--- config.mk ---
export PLATFORM = sky130hd
export DESIGN_NAME = stk_xfer_seq
export DESIGN_NICKNAME = d
export VERILOG_FILES = /design/src/rtl/stk_pkg.sv /design/src/rtl/stk_list_check.sv /design/src/rtl/stk_bit_pick.sv /design/src/rtl/stk_xfer_seq.sv
export SDC_FILE = /design/constraint.sdc
export NUM_CORES = 1
export LEC_CHECK = 0
export BUFFER_PORTS_ARGS = -buffer_cell sky130_fd_sc_hd__clkbuf_2
export CORE_ASPECT_RATIO = 1.25
export CORE_MARGIN = 1
export CORE_UTILIZATION = 30
export DETAILED_ROUTE_END_ITERATION = 8
export MAX_ROUTING_LAYER = met4
export SYNTH_ARGS = -nofsm -noshare
export SYNTH_HDL_FRONTEND = slang
export SYNTH_SLANG_ARGS = --single-unit
export TNS_END_PERCENT = 100
--- constraint.sdc ---
create_clock -name clk_i -period 12.3 [get_ports clk_i]
set_clock_uncertainty 0.2 [all_clocks]
set_input_delay 1.23 -clock clk_i [delete_from_list [all_inputs] [get_ports clk_i]]
set_output_delay 1.23 -clock clk_i [all_outputs]
set_load 0.005 [all_outputs]
--- src/rtl/stk_pkg.sv ---
package stk_pkg;
  typedef enum logic [1:0] {
    ST_IDLE = 2'd0,
    ST_XFER = 2'd1,
    ST_WB   = 2'd2,
    ST_DONE = 2'd3
  } stk_state_e;
endpackage

--- src/rtl/stk_list_check.sv ---
module stk_list_check #(
  parameter int NREG   = 16,
  parameter int SP_IDX = 13,
  parameter int LR_IDX = 14,
  parameter int PC_IDX = 15,
  localparam int CW    = $clog2(NREG + 1)
) (
  input  logic [NREG-1:0] mask_i,
  input  logic            pop_i,
  output logic [CW-1:0]   count_o,
  output logic            illegal_o
);
  always_comb begin
    count_o = '0;
    for (int i = 0; i < NREG; i++) count_o = count_o + CW'(mask_i[i]);
  end

  logic empty_w, has_sp_w, push_pc_w, pop_lr_pc_w;
  assign empty_w     = (mask_i == '0);
  assign has_sp_w    = mask_i[SP_IDX];
  assign push_pc_w   = !pop_i && mask_i[PC_IDX];
  assign pop_lr_pc_w = pop_i && mask_i[PC_IDX] && mask_i[LR_IDX];
  assign illegal_o   = empty_w | has_sp_w | push_pc_w | pop_lr_pc_w;
endmodule

--- src/rtl/stk_bit_pick.sv ---
module stk_bit_pick #(
  parameter int NREG = 16,
  localparam int IW  = $clog2(NREG)
) (
  input  logic [NREG-1:0] mask_i,
  input  logic            hi_first_i,
  output logic [IW-1:0]   idx_o,
  output logic            any_o
);
  always_comb begin
    idx_o = '0;
    any_o = 1'b0;
    for (int i = 0; i < NREG; i++) begin
      // ascending scan: last hit wins for high-first, first hit for low-first
      if (mask_i[i] && (hi_first_i || !any_o)) begin
        idx_o = IW'(i);
        any_o = 1'b1;
      end
    end
  end
endmodule

--- src/rtl/stk_xfer_seq.sv ---
module stk_xfer_seq #(
  parameter int NREG   = 16,
  parameter int AW     = 32,
  parameter int DW     = 32,
  parameter int SP_IDX = 13,
  parameter int LR_IDX = 14,
  parameter int PC_IDX = 15,
  localparam int IW    = $clog2(NREG),
  localparam int CW    = $clog2(NREG + 1),
  localparam int WORD_B = DW / 8
) (
  input  logic            clk_i,
  input  logic            rst_ni,
  input  logic            start_i,
  input  logic            pop_i,
  input  logic [NREG-1:0] reg_mask_i,
  input  logic [AW-1:0]   sp_i,
  output logic            busy_o,
  output logic            done_o,
  output logic            err_o,
  output logic            fault_o,
  output logic            br_valid_o,
  output logic [DW-1:0]   br_target_o,
  output logic            mem_req_o,
  output logic            mem_we_o,
  output logic [AW-1:0]   mem_addr_o,
  output logic [DW-1:0]   mem_wdata_o,
  input  logic            mem_ready_i,
  input  logic [DW-1:0]   mem_rdata_i,
  output logic [IW-1:0]   rf_raddr_o,
  input  logic [DW-1:0]   rf_rdata_i,
  output logic            rf_we_o,
  output logic [IW-1:0]   rf_waddr_o,
  output logic [DW-1:0]   rf_wdata_o,
  output logic            sp_we_o,
  output logic [AW-1:0]   sp_wdata_o
);
  import stk_pkg::*;

  stk_state_e      state_q;
  logic [NREG-1:0] mask_q;
  logic            pop_q;
  logic [AW-1:0]   addr_q;
  logic [AW-1:0]   sp_fin_q;
  logic            err_q;
  logic            pc_hit_q;
  logic [DW-1:0]   pc_val_q;

  logic [CW-1:0]   cnt_w;
  logic            illegal_w;
  logic [IW-1:0]   idx_w;
  logic            any_w;
  logic [AW-1:0]   span_w;
  logic [NREG-1:0] mask_nxt_w;
  logic            beat_w;
  logic            idx_pc_w;

  stk_list_check #(
    .NREG(NREG), .SP_IDX(SP_IDX), .LR_IDX(LR_IDX), .PC_IDX(PC_IDX)
  ) u_chk_list (
    .mask_i    (reg_mask_i),
    .pop_i     (pop_i),
    .count_o   (cnt_w),
    .illegal_o (illegal_w)
  );

  stk_bit_pick #(.NREG(NREG)) u_pick (
    .mask_i     (mask_q),
    .hi_first_i (!pop_q),
    .idx_o      (idx_w),
    .any_o      (any_w)
  );

  assign span_w     = AW'(cnt_w) * AW'(WORD_B);
  assign mask_nxt_w = mask_q & ~(NREG'(1) << idx_w);
  assign beat_w     = (state_q == ST_XFER) && mem_ready_i;
  assign idx_pc_w   = (idx_w == IW'(PC_IDX));

  always_ff @(posedge clk_i or negedge rst_ni) begin
    if (!rst_ni) begin
      state_q  <= ST_IDLE;
      mask_q   <= '0;
      pop_q    <= 1'b0;
      addr_q   <= '0;
      sp_fin_q <= '0;
      err_q    <= 1'b0;
      pc_hit_q <= 1'b0;
      pc_val_q <= '0;
    end else begin
      unique case (state_q)
        ST_IDLE: begin
          if (start_i) begin
            pop_q    <= pop_i;
            pc_hit_q <= 1'b0;
            if (illegal_w) begin
              err_q   <= 1'b1;
              state_q <= ST_DONE;
            end else begin
              err_q    <= 1'b0;
              mask_q   <= reg_mask_i;
              addr_q   <= pop_i ? sp_i : sp_i - AW'(WORD_B);
              sp_fin_q <= pop_i ? sp_i + span_w : sp_i - span_w;
              state_q  <= ST_XFER;
            end
          end
        end
        ST_XFER: begin
          if (mem_ready_i) begin
            mask_q <= mask_nxt_w;
            addr_q <= pop_q ? addr_q + AW'(WORD_B) : addr_q - AW'(WORD_B);
            if (pop_q && idx_pc_w) begin
              pc_hit_q <= 1'b1;
              pc_val_q <= mem_rdata_i;
            end
            if (mask_nxt_w == '0) state_q <= ST_WB;
          end
        end
        ST_WB:   state_q <= ST_DONE;
        ST_DONE: state_q <= ST_IDLE;
        default: state_q <= ST_IDLE;
      endcase
    end
  end

  assign busy_o      = (state_q != ST_IDLE);
  assign done_o      = (state_q == ST_DONE);
  assign err_o       = done_o && err_q;
  assign br_valid_o  = done_o && pc_hit_q && pc_val_q[0];
  assign fault_o     = done_o && pc_hit_q && !pc_val_q[0];
  assign br_target_o = {pc_val_q[DW-1:1], 1'b0};

  assign mem_req_o   = (state_q == ST_XFER) && any_w;
  assign mem_we_o    = !pop_q;
  assign mem_addr_o  = addr_q;
  assign rf_raddr_o  = idx_w;
  assign mem_wdata_o = rf_rdata_i;

  assign rf_we_o    = beat_w && pop_q && !idx_pc_w;
  assign rf_waddr_o = idx_w;
  assign rf_wdata_o = mem_rdata_i;

  assign sp_we_o    = (state_q == ST_WB);
  assign sp_wdata_o = sp_fin_q;
endmodule

* After elaboration in Yosys (flattened, before gate mapping) *
Index checks and enable logic that the tools add are counted.

word-level totals
  word-level logic and storage cells = 168
  output and inout bits = 177
  bits in registers = 117

cells by class
  muxes and demuxes = 52
  eq/ne operators = 9
  add/subtract/negate cells = 20
  reductions and logical operators = 72
  bitwise gates (word level) = 6
  shift-type cells = 1

operators by type and width
  operator                 count
  $mux W32                 6
  $add A5 B1 Y5            14
  $pmux W32 S2             1
  $sub A32 B3 Y32 const B  2
  $mux W16                 3
  $add A32 B3 Y32 const B  1
  $add A32 B7 Y32          1
  $logic_not A16 Y1        2
  $mux W4                  8
  $pmux W16 S2             1
  $sub A32 B7 Y32          1
  $logic_and A1 B1 Y1      27
  $mux W1                  21
  $logic_not A1 Y1         19
  $and A16 B16 Y16         1
  $not A16 Y16             1
  $shl A1 B4 Y16 const A   1
  $logic_or A1 B1 Y1       15
  $mux W2                  6
  $mux W3                  4
  $ne A2 B2 Y1 const B     5
  $reduce_and A3 Y1        3
  $pmux W2 S4              1
  $reduce_and A4 Y1        2
  other kinds (10)         14

* Logic depth before layout (Yosys ltp) *
  depth in word-level cells = 68
  gate-level depth with buffers = 29
  depth with buffers taken out = 29

* Modules after synthesis *
A second synthesis with hierarchy kept.

second synthesis, totals
  cell total of the unflattened synthesis = 1233
  area, all modules = 10412.5 µm²

by module, submodules not included
  module          area each (µm²)  times used  cells an instance
  stk_xfer_seq    9467.8           1           1108
  stk_list_check  483.0            1           55
  stk_bit_pick    461.7            1           70

* Least setup slack after synthesis *
Ideal clock, no wire load.

  path type = input -> register
  start = input port reg_mask_i[0]
  end = register sp_fin_q[31] (netlist: sp_wdata_o[31])
  stages = 26
  path slack = 4511 ps
  library setup time = 133 ps
  required time = 11967 ps
  data arrival time = 7456 ps
  cells stage by stage = inv_1 -> ha_1 -> inv_1 -> fa_1 -> inv_1 -> fa_1 -> fa_1 -> inv_1 -> fa_1 -> fa_1 -> fa_1 -> ha_1 -> and3_1 -> ha_1 -> nor2_1 -> ha_1 -> a2111oi_0 -> o211ai_1 -> a31oi_1 -> o21ai_0 -> nand4_1 -> a21oi_1 -> a2111oi_0 -> a21oi_1 -> xnor2_1 -> o21ai_0

between the ends
  longest elaborated chain between the ends = 17
  elaborated cells on any way between the ends = 24
  classes of those cells = 17 x add/sub; 1 x mux; 4 x bitwise; 2 x reduce/logical

RTL lines
  item                                                RTL line              text
  start: declaration                                  stk_xfer_seq.sv:16    input logic [NREG-1:0] reg_mask_i,
  $add A1 B1 Y2                                       stk_list_check.sv:15  for (int i = 0; i < NREG; i++) count_o = count_o + CW'(mask_i[i]);
  $add A5 B1 Y5 (14 in a row)                         stk_list_check.sv:15
  $sub A32 B7 Y32 or $add A32 B7 Y32 (tied branches)  stk_xfer_seq.sv:102   sp_fin_q <= pop_i ? sp_i + span_w : sp_i - span_w;
  $mux W32                                            stk_xfer_seq.sv:102
  end signal: assignment                              stk_xfer_seq.sv:102
  end: declaration                                    stk_xfer_seq.sv:44    logic [AW-1:0] sp_fin_q;

Several ways; a longest one is shown, not always the timed one.
A chain may end at the register's enable or synchronous reset.

* Final worst setup path *
Ends and elaborated chain as after synthesis.

==> results_tabular.tex <==
\begin{tabular}{lr}
\hline
Metric & Value \\
\hline
\multicolumn{2}{l}{\textbf{GRT}} \\
\quad Vias in the first global route & 8,777 \\
\quad Global route total overflow & 0 \\
\quad Antenna violations before repair & 0 \\
\quad Pin count of the biggest net entering global routing & 76 \\
\quad Total global routing track utilization & 18.3\% \\
\quad First-pass GRT wire length & 47,600 um \\
\multicolumn{2}{l}{\textbf{Worst setup path}} \\
\quad Worst Setup Start Kind & input pin \\
\quad Startpoint-to-endpoint class of the critical path & in -> reg \\
\quad Reg2Reg Depth & 14 \\
\quad Slack of the worst reg-to-reg path & 8.20 ns \\
\quad Crit path required time & about 12 ns \\
\quad Data arrival at the endpoint of the critical path & 8.62 ns \\
\quad Critical path peak fanout & 7 \\
\quad Critical Path Sink Type & flop \\
\multicolumn{2}{l}{\textbf{Drt}} \\
\quad Post-DR vias/cell & about 5 \\
\quad Total Wirelength & 30,200 um \\
\quad Post-route DRC & 60 \\
\quad Vias after detailed routing & around 8,900 \\
\quad Final ANT Viol Nets & 0 \\
\quad First-pass DRT Iterations & 8 \\
\quad Iteration-0 DRC Markers & between 500 and 600 \\
\quad Wire length per cell & 17.4 um \\
\multicolumn{2}{l}{\textbf{Flow run}} \\
\quad Total of max-cap violations & 0 \\
\multicolumn{2}{l}{\textbf{CTS}} \\
\quad Post-cts gate resize count & 0 \\
\quad CTS clock-pin slew for the worst setup and hold paths & 0.06 ns \\
\quad \# Post-CTS Setup Buffers & 0 \\
\quad Clock tree from TritonCTS & done \\
\quad TritonCTS buffer count & 17 \\
\quad Clock insertion delay at the later pin of the skew report & between 0.4 and 0.5 ns \\
\quad Deepest clock path buffer count & 2 \\
\quad Number of buffers inserted by hold repair at cts & 0 \\
\quad Clock root buffer & sky130\_fd\_sc\_hd\_\_clkbuf\_16 \\
\quad Number of levels in the clock H-tree & 4 \\
\quad Total clock sinks & 117 \\
\multicolumn{2}{l}{\textbf{Floorplan}} \\
\quad Core footprint & $\sim$33,000 um2 \\
\quad Effective utilization at floorplan & 30.6\% \\
\quad Number of I/O pins & 294 \\
\quad Number of cell rows & 74 \\
\quad Horiz. Die Dim & 166 um \\
\quad Die Height & slightly above 200 um \\
\quad Total Die Area & 34,200 um2 \\
\multicolumn{2}{l}{\textbf{Yosys}} \\
\quad Synthesized instance count & 1,186 \\
\quad Area share of the largest cell type after synthesis & between 20\% and 30\% \\
\quad Ranking of synthesized cells by area & sky130\_fd\_sc\_hd\_\_dfrtp\_1, sky130\_fd\_sc\_hd\_\_ha\_1, sky130\_fd\_sc\_hd\_\_buf\_4, sky130\_fd\_sc\_hd\_\_o21ai\_0, sky130\_fd\_sc\_hd\_\_nand2\_1 \\
\quad EDFF count, synth & 0 \\
\quad Largest area contributor in the synthesized netlist & sky130\_fd\_sc\_hd\_\_dfrtp\_1 \\
\quad Unique cell type count in the Yosys netlist & 73 \\
\quad Most common cell in the synthesized netlist & sky130\_fd\_sc\_hd\_\_nand2\_1 \\
\quad Netlist area before placement & about 10,000 um2 \\
\quad Synth async-reset ratio & 100\% \\
\quad Count of yosys warnings during synthesis & 0 \\
\quad Main synth FF type & sky130\_fd\_sc\_hd\_\_dfrtp\_1 \\
\quad Nets in the synthesized netlist & 1,387 \\
\quad Fraction of the yosys area taken by sequential cells & between 20\% and 30\% \\
\quad List of most frequent post-synthesis cells & sky130\_fd\_sc\_hd\_\_nand2\_1, sky130\_fd\_sc\_hd\_\_dfrtp\_1, sky130\_fd\_sc\_hd\_\_o21ai\_0 \\
\quad Count of state elements after synthesis & about 120 \\
\quad Average cell area after synthesis & 8.47 um2 \\
\multicolumn{2}{l}{\textbf{STA}} \\
\quad Unrepaired setup endpoints after global routing & no \\
\quad Post-route clock period utilization & between 60\% and 70\% \\
\quad Slew at the pin closest to its max-slew limit & 1.08 ns \\
\quad Timing-limited maximum frequency & $\sim$120 MHz \\
\quad Final total negative setup slack & 0 ns \\
\quad Post-layout min period & 8.48 ns \\
\quad Final-report hold violation count & 0 \\
\quad Final slew viol count & 0 \\
\quad Worst slew margin relative to its limit & 28.0\% \\
\quad Final setup vio count & 0 \\
\multicolumn{2}{l}{\textbf{Placed design}} \\
\quad DP HPWL & 23,400 um \\
\quad Final weighted congestion in routability-driven placement & 0.889 \\
\quad Count of buffers inserted at the top-level ports & 228 \\
\quad Placed standard-cell area & 10,900 um2 \\
\multicolumn{2}{l}{\textbf{Final layout}} \\
\quad Layout net count & 1,503 \\
\quad Area growth, synth to finish & 14.1\% \\
\quad Share of post-route cells with drive strength above 1 & 24.6\% \\
\quad Final Core Density & 35.0\% \\
\quad Number of diodes added for antenna fixing & 0 \\
\quad Finished layout cell area & 11,500 um2 \\
\multicolumn{2}{l}{\textbf{Pwr}} \\
\quad Pwr/cell area & 301 nW/um2 \\
\quad Worst vdd rail ir drop & 121 uV \\
\quad Pleak & 5.45 nW \\
\multicolumn{2}{l}{\textbf{Run status}} \\
\quad Outcome & finished, violations left \\
\quad Failing checks & DRC \\
\multicolumn{2}{l}{\textbf{Min path}} \\
\quad Cells on Worst Hold Path & 2 \\
\quad Min-Delay Path Class & reg -> reg \\
\hline
\end{tabular}
-- through the flow --
| step | hold slack, ns | instances | setup slack [ns] | power [mW] |
|---|---|---|---|---|
| floorplan | 0.255 | 1186 | 4.51 | 2.37 |
| global placement | 0.259 | 1701 | 3.46 | 2.93 |
| detailed placement | 0.262 | 1701 | 3.37 | 2.95 |
| CTS | 0.278 | 1733 | 3.80 | 3.48 |
| global route | 0.303 | 1733 | 3.44 | 3.78 |
| finish | 0.275 | 1733 | 3.82 | 3.45 |
-- cells by family after synthesis --
logic type / count (synthesis) / synth area share [%]
mux: 39 / 4.30
xor+xnor: 77 / 6.71
flops: 117 / 29.1
fa+ha+maj: 84 / 11.4
compound gates: 336 / 20.9
simple gates: 345 / 16.6
buf+inv: 187 / 10.9
other cells: 1 / 0.0373
-- where the power goes --
part	leakage [nW]	internal (mW)	switching, mW	total [mW]
combinational	3.71	0.939	1.28	2.22
clock	0.259	0.298	0.200	0.498
sequential	1.48	0.564	0.165	0.730
total	5.45	1.80	1.65	3.45
-- worst paths after layout --
path	from	end
max	reg_mask_i[0]	sp_wdata_o[31]$_DFFE_PN0P_
min	sp_wdata_o[3]$_DFFE_PN0P_	sp_wdata_o[3]$_DFFE_PN0P_
max reg2reg	pop_q$_DFFE_PN0P_	mem_addr_o[31]$_DFFE_PN0P_
min reg2reg	sp_wdata_o[3]$_DFFE_PN0P_	sp_wdata_o[3]$_DFFE_PN0P_
max in group asynchronous	rst_ni	mask_q[12]$_DFFE_PN0P_
min in group asynchronous	rst_ni	mem_addr_o[23]$_DFFE_PN0P_
-- placed cells by master (no fill, tap or decap), types with 4 or more instances in the layout --
| master | netlist | layout |
|---|---|---|
| sky130_fd_sc_hd__nor2b_1 | 10 | 10 |
| sky130_fd_sc_hd__ha_1 | 72 | 71 |
| sky130_fd_sc_hd__inv_1 | 43 | 43 |
| sky130_fd_sc_hd__and2_1 | 4 | 4 |
| sky130_fd_sc_hd__a22o_1 | 13 | 13 |
| sky130_fd_sc_hd__o211ai_1 | 12 | 12 |
| sky130_fd_sc_hd__and3_1 | 8 | 8 |
| sky130_fd_sc_hd__a21o_1 | 24 | 24 |
| sky130_fd_sc_hd__nor3_1 | 23 | 23 |
| sky130_fd_sc_hd__o31ai_1 | 6 | 6 |
| sky130_fd_sc_hd__clkbuf_16 | 0 | 17 |
| sky130_fd_sc_hd__xnor2_1 | 38 | 38 |
| sky130_fd_sc_hd__clkinvlp_4 | 0 | 8 |
| sky130_fd_sc_hd__dfrtp_1 | 117 | 117 |
| sky130_fd_sc_hd__a21boi_0 | 6 | 6 |
| sky130_fd_sc_hd__a31oi_1 | 11 | 11 |
| sky130_fd_sc_hd__o21a_1 | 12 | 12 |
| sky130_fd_sc_hd__nand3_1 | 20 | 20 |
| sky130_fd_sc_hd__o21bai_1 | 9 | 9 |
| sky130_fd_sc_hd__a22oi_1 | 6 | 6 |
| sky130_fd_sc_hd__or3_1 | 14 | 14 |
| sky130_fd_sc_hd__nand2_1 | 135 | 135 |
| sky130_fd_sc_hd__nand3b_1 | 5 | 5 |
| sky130_fd_sc_hd__clkinv_4 | 0 | 4 |
| sky130_fd_sc_hd__fa_1 | 12 | 12 |
| sky130_fd_sc_hd__nor2_1 | 70 | 69 |
| sky130_fd_sc_hd__or4_1 | 7 | 7 |
| sky130_fd_sc_hd__mux2_2 | 33 | 33 |
| sky130_fd_sc_hd__o2111ai_1 | 5 | 5 |
| sky130_fd_sc_hd__nor4_1 | 10 | 10 |
| sky130_fd_sc_hd__xor2_1 | 39 | 39 |
| sky130_fd_sc_hd__o21ai_0 | 105 | 105 |
| sky130_fd_sc_hd__a21oi_1 | 83 | 83 |
| sky130_fd_sc_hd__mux2i_1 | 6 | 6 |
| sky130_fd_sc_hd__nand4_1 | 6 | 6 |
| sky130_fd_sc_hd__o21ai_1 | 5 | 5 |
| sky130_fd_sc_hd__clkbuf_2 | 0 | 227 |
| sky130_fd_sc_hd__buf_4 | 100 | 11 |
| sky130_fd_sc_hd__nand2b_1 | 18 | 18 |
| sky130_fd_sc_hd__a211oi_1 | 8 | 8 |
-- final cells by class --
class                      count  area, um2
sequential                   117       2930
inverter                      46        173
clock inverter                15        160
timing repair buffer         238       1220
multi-input combinational    882       6030
clock buffer                  17        425
fill                        3423      21300
tap                          418        523
-- routing by layer --
metal | share of wire, % | wire (um) | global-route usage [%] | vias up
met2 | 50 | 15100 | 32.5 | 274
li1 | - | - | - | 4361
met5 | 0 | 0 | - | -
met4 | 1.9 | 568 | 5.57 | 0
met3 | 5.1 | 1530 | 3.39 | 47
met1 | 43 | 13000 | 21.1 | 4195
-- flip-flops by register name (all words and copies together), names as in the netlist --
| name | cells |
|---|---|
| pc_val_q | 32 |
| sp_wdata_o | 32 |
| err_q | 1 |
| pop_q | 1 |
| mask_q | 16 |
| pc_hit_q | 1 |
| state_q | 2 |
| mem_addr_o | 32 |
-- worst max-delay path: stages --
cell,delay [ns]
sky130_fd_sc_hd__clkbuf_2,0.11
sky130_fd_sc_hd__inv_1,0.05
sky130_fd_sc_hd__ha_1,0.26
sky130_fd_sc_hd__inv_1,0.04
sky130_fd_sc_hd__fa_1,0.51
sky130_fd_sc_hd__inv_1,0.07
sky130_fd_sc_hd__fa_1,0.48
sky130_fd_sc_hd__fa_1,0.53
sky130_fd_sc_hd__inv_1,0.05
sky130_fd_sc_hd__fa_1,0.44
sky130_fd_sc_hd__fa_1,0.42
sky130_fd_sc_hd__fa_1,0.41
sky130_fd_sc_hd__xor2_1,0.19
sky130_fd_sc_hd__and3_1,0.24
sky130_fd_sc_hd__a31oi_1,0.81
sky130_fd_sc_hd__ha_1,0.44
sky130_fd_sc_hd__o21ai_0,0.27
sky130_fd_sc_hd__o21bai_1,0.11
sky130_fd_sc_hd__a31oi_1,0.30
sky130_fd_sc_hd__o21ai_0,0.24
sky130_fd_sc_hd__nand4_1,0.16
sky130_fd_sc_hd__a21oi_1,0.08
sky130_fd_sc_hd__a2111oi_0,0.65
sky130_fd_sc_hd__a21oi_1,0.17
sky130_fd_sc_hd__xnor2_1,0.16
sky130_fd_sc_hd__o21ai_0,0.19
(Power assumes the default switching activity.)
